`src/rtl/yax_divider.sv`:
```
module yax_divider #(
  parameter int LATENCY = 12
) (
  input  logic       clk,
  input  logic       rst_n,
  input  logic       start,
  input  logic [7:0] y_in,
  input  logic [7:0] a_in,
  input  logic [7:0] x_in,
  output logic [7:0] quo_a,
  output logic [7:0] rem_y,
  output logic       flag_n,
  output logic       flag_z,
  output logic       flag_v,
  output logic       flag_h,
  output logic       done
);
  localparam int QBITS = 9;
  localparam int CW = $clog2(LATENCY + 1);
  localparam logic [CW-1:0] LAST = CW'(LATENCY);
  localparam logic [CW-1:0] LAST_STEP = CW'(QBITS);

  logic          busy;
  logic [CW-1:0] cnt;
  logic          big;
  logic [7:0]    op_x, op_y;
  logic          v_hold, h_hold;
  logic [16:0]   part;
  logic [16:0]   dsr;
  logic [7:0]    q;

  wire [15:0] ya      = {y_in, a_in};
  wire        go_big  = {1'b0, y_in} >= {x_in, 1'b0};
  wire [8:0]  div9    = go_big ? (9'd256 - {1'b0, x_in}) : {1'b0, x_in};
  wire [16:0] dvd     = go_big ? ({1'b0, ya} - {x_in, 9'b0}) : {1'b0, ya};
  wire        fits    = part >= dsr;
  wire [7:0]  fin_a   = big ? ~q : q;
  wire [7:0]  fin_y   = big ? (op_x + part[7:0]) : part[7:0];
  wire        stepping = busy && cnt >= CW'(1) && cnt <= LAST_STEP;

  always_ff @(posedge clk or negedge rst_n) begin
    if (!rst_n) begin
      busy <= 1'b0; cnt <= '0; big <= 1'b0;
      op_x <= '0; op_y <= '0; v_hold <= 1'b0; h_hold <= 1'b0;
      part <= '0; dsr <= '0; q <= '0;
    end else if (!busy) begin
      if (start) begin
        busy   <= 1'b1;
        cnt    <= CW'(1);
        big    <= go_big;
        op_x   <= x_in;
        op_y   <= y_in;
        v_hold <= y_in >= x_in;
        h_hold <= y_in[3:0] >= x_in[3:0];
        part   <= dvd;
        dsr    <= {div9, 8'b0};
        q      <= '0;
      end
    end else begin
      cnt <= cnt + CW'(1);
      if (cnt == LAST) busy <= 1'b0;
      if (stepping) begin
        if (fits) part <= part - dsr;
        q   <= {q[6:0], fits};
        dsr <= dsr >> 1;
      end
    end
  end

  always_ff @(posedge clk or negedge rst_n) begin
    if (!rst_n) begin
      quo_a <= '0; rem_y <= '0;
      flag_n <= 1'b0; flag_z <= 1'b0; flag_v <= 1'b0; flag_h <= 1'b0;
      done <= 1'b0;
    end else begin
      done <= 1'b0;
      if (busy && cnt == LAST) begin
        quo_a  <= fin_a;
        rem_y  <= fin_y;
        flag_n <= fin_a[7];
        flag_z <= fin_a == 8'd0;
        flag_v <= v_hold;
        flag_h <= h_hold;
        done   <= 1'b1;
      end
    end
  end

  assert_done_pulse_R7: assert property (@(posedge clk) disable iff (!rst_n)
    done |=> !done);

  assert_outputs_hold_R8: assert property (@(posedge clk) disable iff (!rst_n)
    !done |-> $stable({quo_a, rem_y, flag_n, flag_z, flag_v, flag_h}));

  assert_small_rem_R3: assert property (@(posedge clk) disable iff (!rst_n)
    (done && !big) |-> (rem_y < op_x));

  assert_wrap_rem_floor_R4: assert property (@(posedge clk) disable iff (!rst_n)
    (done && big) |-> (rem_y >= op_x));

  assert_v_compare_R2: assert property (@(posedge clk) disable iff (!rst_n)
    done |-> (flag_v == (op_y >= op_x)));

  assert_h_compare_R1: assert property (@(posedge clk) disable iff (!rst_n)
    done |-> (flag_h == (op_y[3:0] >= op_x[3:0])));

  assert_zero_divisor_R5: assert property (@(posedge clk) disable iff (!rst_n)
    (done && op_x == 8'd0) |-> (quo_a == ~op_y));
endmodule

```
`config.mk`:
```
export PLATFORM = sky130hd
export DESIGN_NAME = yax_divider
export DESIGN_NICKNAME = d
export VERILOG_FILES = /design/src/rtl/yax_divider.sv
export SDC_FILE = /design/constraint.sdc
export NUM_CORES = 1
export LEC_CHECK = 0
export CAP_MARGIN = 40
export CORE_MARGIN = 2
export CORE_UTILIZATION = 53
export CTS_CLUSTER_DIAMETER = 150
export CTS_CLUSTER_SIZE = 14
export DETAILED_ROUTE_END_ITERATION = 10
export GPL_TIMING_DRIVEN = 1
export PLACE_DENSITY = 0.74
export SETUP_SLACK_MARGIN = 0.4
export SYNTH_ARGS = -nofsm -noshare
export SYNTH_HDL_FRONTEND = slang
export SYNTH_SLANG_ARGS = --single-unit
```
`constraint.sdc`:
```
create_clock -name clk -period 7.6 [get_ports clk]
set_input_delay 0.76 -clock clk [delete_from_list [all_inputs] [get_ports clk]]
set_output_delay 0.76 -clock clk [all_outputs]
set_load 0.01 [all_outputs]
```
==> results of run 1 <==
==> worst max-delay path: stages <==
cell             delay [ns]
clkdlybuf4s50_1        0.49
inv_1                  0.12
ha_1                   0.35
nor2b_4                0.15
o31a_1                 0.27
o31a_1                 0.28
o21ai_2                0.63
nor2_1                 0.14
xnor2_1                0.15
a221o_1                0.33
==> placed cells by master (no fill, tap or decap), drive strengths merged, types with 8 or more instances in the layout <==
cell type and instances:
a21o 15, mux2i 16, o21ai 65, xnor2 22, nor2b 8, a21oi 39, xor2 8, nand2b 11
clkbuf 9, nand3 23, nor3 12, ha 44, clkdlybuf4s50 46, nand2 96, inv 39, dfrtp 78
nor2 34
==> state kept, by name, indices dropped and copies added (netlist names), 4 cells and up <==
signal / cells
part: 17
quo_a: 8
q: 8
cnt: 4
rem_y: 8
op_x: 8
dsr: 17
==> logic make-up after synthesis <==
family,Yosys count,share of synthesized area [%]
buffers and inverters,64,4.88
AOI/OAI and AO/OA,176,21.2
muxes,20,3.83
xor gates and xnor gates,30,4.90
adders and majority gates,47,11.4
and+or+nand+nor,205,17.4
DFF,78,36.4
==> power breakdown <==
part	internal (mW)	switching, mW
registers	0.617	0.176
clock network	0.122	0.175
logic	0.853	1.08
==> per-stage QoR <==
step	std cells	hold WS [ns]	area (µm²)	setup slack, ns	total power, mW
5_1_grt	797	0.362	6130	3.98	3.32
6_report	797	0.319	6130	4.18	3.03
3_3_place_gp	780	0.460	5920	3.88	2.65
2_1_floorplan	620	0.433	5360	4.86	2.25
3_5_place_dp	781	0.466	5950	3.83	2.72
4_1_cts	797	0.332	6130	4.24	3.02
==> routing by layer <==
layer  global-route usage (%)  wire length [µm]  up-vias
met1                     34.4              6040     2222
li1                         -                 -     2272
met5                        0                 0        -
met4                     8.38               186        0
met2                     41.7              6340      126
met3                     2.93               562       13
==> synthesized netlist by cell type, types with 4 or more instances <==
library cell,instances,area (µm²)
clkbuf_1,16,60.1
mux2i_1,16,160
nand4_1,6,37.5
o21ai_1,7,35.0
ha_1,44,551
nand3_1,23,115
nor2b_1,7,43.8
nand2_1,94,353
o21a_1,6,45.0
xnor2_1,22,193
nor2_1,34,128
and3_1,5,31.3
a31oi_1,5,31.3
a221o_1,4,40.0
inv_1,36,135
nand2b_1,11,68.8
xor2_1,8,70.1
a21oi_1,39,195
dfrtp_1,78,1950
nor3_1,12,60.1
o31ai_1,6,45.0
a21o_1,15,113
a211oi_1,5,37.5
o21ai_0,57,285
==> path summary, 6_finish.rpt <==
kind	end	slack, ns	cells after the start
min in group clk	rem_y[0]$_DFFE_PN0P_	0.48	2
max in group asynchronous	part[9]$_DFFE_PN0P_	6.69	2
setup reg to reg	part[4]$_DFFE_PN0P_	4.59	8
setup / recovery	dsr[12]$_DFFE_PN0P_	4.18	10
hold / removal	quo_a[6]$_DFFE_PN0P_	0.32	1
hold reg to reg	rem_y[0]$_DFFE_PN0P_	0.48	2
==> layout make-up <==
cell class	instances	area, µm²
repair buffers	53	533
fillers	895	3690
clock buffers	9	124
inverters	39	146
flip-flops and latches	78	1950
clock inverters	7	55.1
multi-input cells	478	3150
well taps	133	166
==> metrics, run 1 <==
status complete, no violations; Tightest Pin Transition 0.797 ns; Detailed Place HPWL 9530 µm; setup bufs post-CTS 0; crit-path max FO 21; Synth Warn # 0; GRT overflow 0; DR vias/cell 5.81; WL/cell 16.5 µm; die width 105 µm; Cell variety after synth 64; RSZ-0062 raised after global routing no; initial antenna violation count 0; IO buf count 47; Worst-Skew Late Latency 0.38 ns; fmax 0.293 GHz; syn_area_per_cell 8.65 µm²; clk sinks 78; ant diodes 0; crit path launch type input port; Worst IR Drop VDD 0.196 mV; Mapped Nets 694; Final setup viols 0; ys flop type dfrtp_1; # IOs 48; Starting Density 54.6%; Final TNS setup 0 ns; Clock H-tree levels 3; arrival time worst endpoint 3.69 ns; largest net degree at the start of global routing 47; fin crit share 45.0%; max-slew violations 0; Max Root-Sink Buffers 2; die area 10900 µm²; r2r startpoint cnt[0]$_DFFE_PN0P_; mapped cell area 5360 µm²; cells after synthesis 620; max cap viols 0; RePlAce Congestion 0.868; Post-layout nets 733; cts bufs inserted 9; share of cells above drive strength 1 5.42%; DR pass1 iterations 4; WP data required 7.87 ns; Worst setup startpoint x_in[2]; core area 9820 µm²; worst hold path class in2async; cts hold-fix bufs 0; Total GRT Usage 25.2%; number of routed nets with antenna violations 0; count of final hold-check violations 0; Via Count 4633; initial drt markers 245; first-pass GRT wire length 21900 µm; Post-Route Utilization 62.4%; Clock transition at path regs 0.09 ns; Die Y 105 µm; Seq/Total Area, Yosys 36.4%; CTS Root Cell clkbuf_8; post-CTS sizing 0; EDFF count, synth 0; final WL 13100 µm; Async SR Flop Fraction 100%; Power Density 494 nW/µm²; Synth Register Bits 78; # DRC 0; Slew headroom 46.9%; crit end category flop; crit path kind in2reg; leakage power figure 2.83 nW; area grow syn2layout 14.2%; clk_skew 0.0110 ns; Row Count 36; vias in the first global route 4428; min Tclk post-route 3.42 ns; CTS tree built
Power figures use the tool's default switching activity.
==> inputs of run 2 (changes only) <==
==> constraint.sdc (replaced) <==
create_clock -name clk -period 3.25 [get_ports clk]
set_input_delay 0.325 -clock clk [delete_from_list [all_inputs] [get_ports clk]]
set_output_delay 0.325 -clock clk [all_outputs]
set_load 0.01 [all_outputs]
==> metrics, run 2 (synthesis results as in run 1) <==
core area 9820 µm² (unchanged); CTS tree built; leading cell type in the layout, fill and taps excluded nand2_1; Clock H-tree levels 3 (unchanged); max cap viols 0 (unchanged); Via Count 4734 (+2.2%); final WL 13600 µm (+3.5%); met3 usage 4.87% (+1.9 points); Worst IR Drop VDD 0.522 mV (+170%); count of final hold-check violations 0 (unchanged); biggest regs dsr (17), part (17); Total GRT Usage 26.0% (+0.83 points); DR pass1 iterations 5 (+1); die area 10900 µm² (unchanged); Max Root-Sink Buffers 2 (unchanged); crit end category flop; crit-path max FO 4 (-81%); r2r setup slk 0.49 ns (-4.10 ns); worst reg2reg endpoint part[16]$_DFFE_PN0P_; number of routed nets with antenna violations 0 (unchanged); clk_skew 0.00894 ns (-0.00207 ns); fmax 0.362 GHz; Die Y 105 µm (unchanged); Post-layout nets 746 (+1.8%); leakage power figure 2.93 nW (+3.8%); # DRC 0 (unchanged); first-pass GRT wire length 22900 µm (+4.7%); met1 usage 35.9% (+1.5 points); Power Density 1200 nW/µm² (+140%); ant diodes 0 (unchanged); initial antenna violation count 0 (unchanged); # IOs 48 (unchanged); max-slew violations 0 (unchanged); global route hottest layer met2; Starting Density 54.6% (unchanged); Fillers 852 (-4.8%); IO buf count 47 (unchanged); WL/cell 16.8 µm (+1.8%); largest net degree at the start of global routing 44 (-6.4%); fin crit share 85.0%; Row Count 36 (unchanged); RSZ-0062 raised after global routing no; placed inst area 6030 µm² (+1.3%); initial drt markers 294 (+20%); Final TNS setup 0 ns (unchanged); Slew headroom 47.5% (+0.67 points); number of cells on the worst reg-to-reg path 11 (+3); crit path launch type flop; arrival time worst endpoint 3.06 ns (-0.63 ns); GRT overflow 0 (unchanged); Post-Route Utilization 64.4% (+2.1 points); area grow syn2layout 18.0%; M2 GR Usage 40.8% (-0.89 points); share of cells above drive strength 1 7.53% (+2.1 points); worst hold path class in2async; Final setup viols 0 (unchanged); DR vias/cell 5.84 (+0.54%); vias in the first global route 4572 (+3.3%); Worst-Skew Late Latency 0.37 ns (about the same); WP data required 3.55 ns (-4.32 ns); min Tclk post-route 2.76 ns; crit path kind reg2reg; r2r startpoint part[0]$_DFFE_PN0P_; Design Area, Final 6330 µm² (+3.3%); status complete, no violations; Clock transition at path regs 0.08 ns (about the same); cts bufs inserted 9 (unchanged); CTS Root Cell clkbuf_8; clk sinks 78 (unchanged); Tightest Pin Transition 0.785 ns (-0.0119 ns); commonest non-fill, non-tap cells in the layout nand2_1 (94), dfrtp_1 (78), o21ai_0 (57); RePlAce Congestion 0.856 (-1.4%); die width 105 µm (unchanged); Detailed Place HPWL 10000 µm (+4.9%)
## run 2: cell type report
| cell class | instances | area [µm²] | share of cell area [%] |
|---|---|---|---|
| Sequential cell | 78 | 1950 | 30.8 |
| Multi-Input combinational cell | 478 | 3180 | 50.3 |
| Tap cell | 133 | 166 | 2.63 |
| Inverter | 39 | 146 | 2.31 |
| Clock buffer | 9 | 124 | 1.96 |
| Timing Repair Buffer | 66 | 638 | 10.1 |
| Clock inverter | 7 | 120 | 1.90 |
## run 2: worst max path at each step
stage | startpoint | end
floorplan | part[0]$_DFFE_PN0P_ | part[12]$_DFFE_PN0P_
global placement | y_in[1] | part[12]$_DFFE_PN0P_
detailed placement | y_in[1] | part[12]$_DFFE_PN0P_
CTS | part[0]$_DFFE_PN0P_ | part[16]$_DFFE_PN0P_
global route | part[0]$_DFFE_PN0P_ | part[16]$_DFFE_PN0P_
finish | part[0]$_DFFE_PN0P_ | part[16]$_DFFE_PN0P_
## run 2: stage by stage
stage	hold slack, ns	cells	setup slack (ns)	power, mW
after floorplan	0.0294	620	0.860	5.27
after global placement	0.454	790	0.286	6.28
after detailed placement	0.320	791	0.215	6.47
after CTS	0.458	808	0.452	7.43
after global routing	0.493	810	0.379	8.23
final	0.447	810	0.487	7.58
## run 2: power breakdown
group / switching [mW] / internal, mW / total, mW
registers: 0.394 / 1.44 / 1.84
clock network: 0.401 / 0.514 / 0.915
logic: 2.71 / 2.12 / 4.83
## run 2: routing by layer
metal	wire (µm)	share of wire, %
met4	417	3.1
met1	6160	45
met3	763	5.6
met2	6250	46
met5	0	0
## run 2: worst max-delay path: stages (launching register included)
cell and delay (ns):
dfrtp_1 0.38, inv_1 0.07, ha_1 0.24, fa_1 0.40, nand2b_1 0.19, a21oi_2 0.28
o41ai_4 0.12, o21ai_2 0.25, o21a_1 0.17, o21ai_0 0.16, mux2_2 0.32, a2bb2oi_1 0.13
## run 2: timing repair
item                                    CTS  global route
endpoints found under the hold margin    35             0
pin swaps                                 0             1
gates resized for setup                   1             4
endpoints found under the setup margin    1             6
hold buffers                              1             0
buffers inserted                          0             2
==> inputs of run 3 (changes only) <==
--- a/config.mk
+++ b/config.mk
@@ -8,11 +8,11 @@
 export CAP_MARGIN = 40
 export CORE_MARGIN = 2
 export CORE_UTILIZATION = 53
-export CTS_CLUSTER_DIAMETER = 150
+export CTS_CLUSTER_DIAMETER = 40
 export CTS_CLUSTER_SIZE = 14
 export DETAILED_ROUTE_END_ITERATION = 10
 export GPL_TIMING_DRIVEN = 1
-export PLACE_DENSITY = 0.74
+export PLACE_DENSITY_LB_ADDON = 0.25
 export SETUP_SLACK_MARGIN = 0.4
 export SYNTH_ARGS = -nofsm -noshare
 export SYNTH_HDL_FRONTEND = slang
==> metrics, run 3 (synthesis results as in run 1) <==
cts bufs inserted 9 (unchanged); DR vias/cell 5.87 (+0.37%); vias in the first global route 4614 (+0.92%); crit-path most repeated cell o31a_1; crit path launch type input port; # DRC 0 (unchanged); ant diodes 0 (unchanged); die area 10900 µm² (unchanged); RePlAce Congestion 0.892 (+4.2%); arrival time worst endpoint 3.02 ns (-0.04 ns); Die Y 105 µm (unchanged); placed inst area 6020 µm² (about the same); CTS Root Cell clkbuf_8; Slew headroom 50.1% (+2.6 points); Clock transition at path regs 0.09 ns (about the same); clk sinks 78 (unchanged); die width 105 µm (unchanged); Final setup viols 0 (unchanged); Design Area, Final 6250 µm² (-1.2%); Max Root-Sink Buffers 2 (unchanged); initial drt markers 261 (-11%); fin crit share 84.2% (-0.80 points); Starting Density 54.6% (unchanged); Final TNS setup 0 ns (unchanged); fmax 0.365 GHz (+0.95%); crit-path max FO 12 (+8); status complete, no violations; WL/cell 17.1 µm (+2.1%); clk_skew 0.0103 ns (+0.00135 ns); final WL 13800 µm (+1.9%); Row Count 36 (unchanged); min Tclk post-route 2.74 ns (-0.0260 ns); crit path kind in2reg; Clock H-tree levels 3 (unchanged); max cap viols 0 (unchanged); area of the multi-input gates 3160 µm² (-0.59%); Tightest Pin Transition 0.745 ns (-0.0399 ns); initial antenna violation count 0 (unchanged); DR pass1 iterations 5 (unchanged); RSZ-0062 raised after global routing yes; number of routed nets with antenna violations 0 (unchanged); Total GRT Usage 25.7% (-0.33 points); Worst Slack Setup Final 0.513 ns (+0.0260 ns); Worst IR Drop VDD 0.489 mV (-6.3%); count of final hold-check violations 0 (unchanged); area grow syn2layout 16.5%; setup bufs post-CTS 0 (unchanged); first-pass GRT wire length 22400 µm (-2.3%); Register Area 1950 µm² (unchanged); largest net degree at the start of global routing 48 (+9.1%); Post-layout nets 744 (-0.27%); crit end category flop; max-slew violations 0 (unchanged); Via Count 4740 (+0.13%); WP data required 3.53 ns (-0.02 ns); biggest regs dsr (17), part (17); slowest CP cell clkdlybuf4s50_1; Detailed Place HPWL 10300 µm (+3.5%); worst hold path class in2async; CP cell instances clkdlybuf4s50_1 -> inv_1 -> ha_1 -> fa_1 -> nor2b_4 -> o31a_1 -> o31a_1 -> o21ai_2 -> buf_4 -> o31a_1 -> a211o_1 -> o211ai_1; Worst path max stage delay 0.51 ns (+0.11 ns); Power Density 1180 nW/µm² (-1.5%); leading cell type in the layout, fill and taps excluded nand2_1; CTS tree built; share of cells above drive strength 1 7.11% (-0.42 points); leakage power figure 2.90 nW (-1.3%); # IOs 48 (unchanged); GRT overflow 0 (unchanged); pre-CTS WS 0.174 ns (-0.0413 ns); r2r setup slk 0.55 ns (+0.06 ns); Fillers 843 (-1.1%); core area 9820 µm² (unchanged); Worst-Skew Late Latency 0.37 ns (about the same); IO buf count 47 (unchanged); commonest non-fill, non-tap cells in the layout nand2_1 (94), dfrtp_1 (78), o21ai_0 (56)
==> run 3: cell types whose count changed in the layout (fill, tap and decap cells not counted), sizes merged <==
cell,before,now
buf,19,17
clkinv,4,5
bufinv,3,1
inv,38,39
==> run 3: path summary, 6_finish.rpt <==
path / from / to / cells past startpoint
worst max-delay path: y_in[1] / part[12]$_DFFE_PN0P_ / 12
worst min-delay path: rst_n / quo_a[5]$_DFFE_PN0P_ / 2
worst max register to register: part[3]$_DFFE_PN0P_ / part[12]$_DFFE_PN0P_ / 9
worst min register to register: h_hold$_DFFE_PN0P_ / flag_h$_DFFE_PN0P_ / 2
max in group asynchronous: rst_n / dsr[10]$_DFFE_PN0P_ / 3
min in group clk: h_hold$_DFFE_PN0P_ / flag_h$_DFFE_PN0P_ / 2
==> run 3: where the power goes <==
group | internal (mW) | leakage [nW] | switching (mW)
Sequential | 1.44 | 0.963 | 0.407
Combinational | 2.08 | 1.83 | 2.67
Clock | 0.366 | 0.102 | 0.414
==> run 3: cell type report <==
class | instances | area share, %
clock buffer | 9 | 1.98
clock inverter | 7 | 1.28
inverter | 39 | 2.34
multi-input combinational | 478 | 50.6
sequential | 78 | 31.2
tap | 133 | 2.66
timing repair buffer | 64 | 9.89
==> run 3: what timing repair did <==
action	4_1_cts	5_1_grt
gates cloned	0	0
gates resized for setup	1	3
hold endpoints to repair	31	0
endpoints found under the setup margin	1	4
hold buffers	1	0
pin swaps	0	0
==> run 3: routing by layer <==
layer	vias to the layer above	global-route usage (%)	share of wire [%]	wire, µm
met3	25	4.24	4.5	620
met4	0	9.90	2.1	288
met5	-	0	0	0
met2	146	42.0	48	6620
li1	2297	-	-	-
met1	2272	34.1	46	6310
==> run 3: worst max-delay path, delay by kind of cell <==
kind | cells | cell delay, ns
AOI/OAI and AO/OA | 6 | 1.13
adders and majority gates | 2 | 0.65
and+or+nand+nor | 1 | 0.15
buffers and inverters | 3 | 0.75
==> run 3: through the flow <==
stage	utilization, %	std cells	power [mW]	hold WS, ns
floorplan	-	620	5.27	0.0294
global placement	61.0	790	6.30	0.457
detailed placement	61.3	791	6.51	0.295
CTS	63.5	808	7.32	0.437
global route	63.6	808	7.96	0.475
finish	63.6	808	7.38	0.428
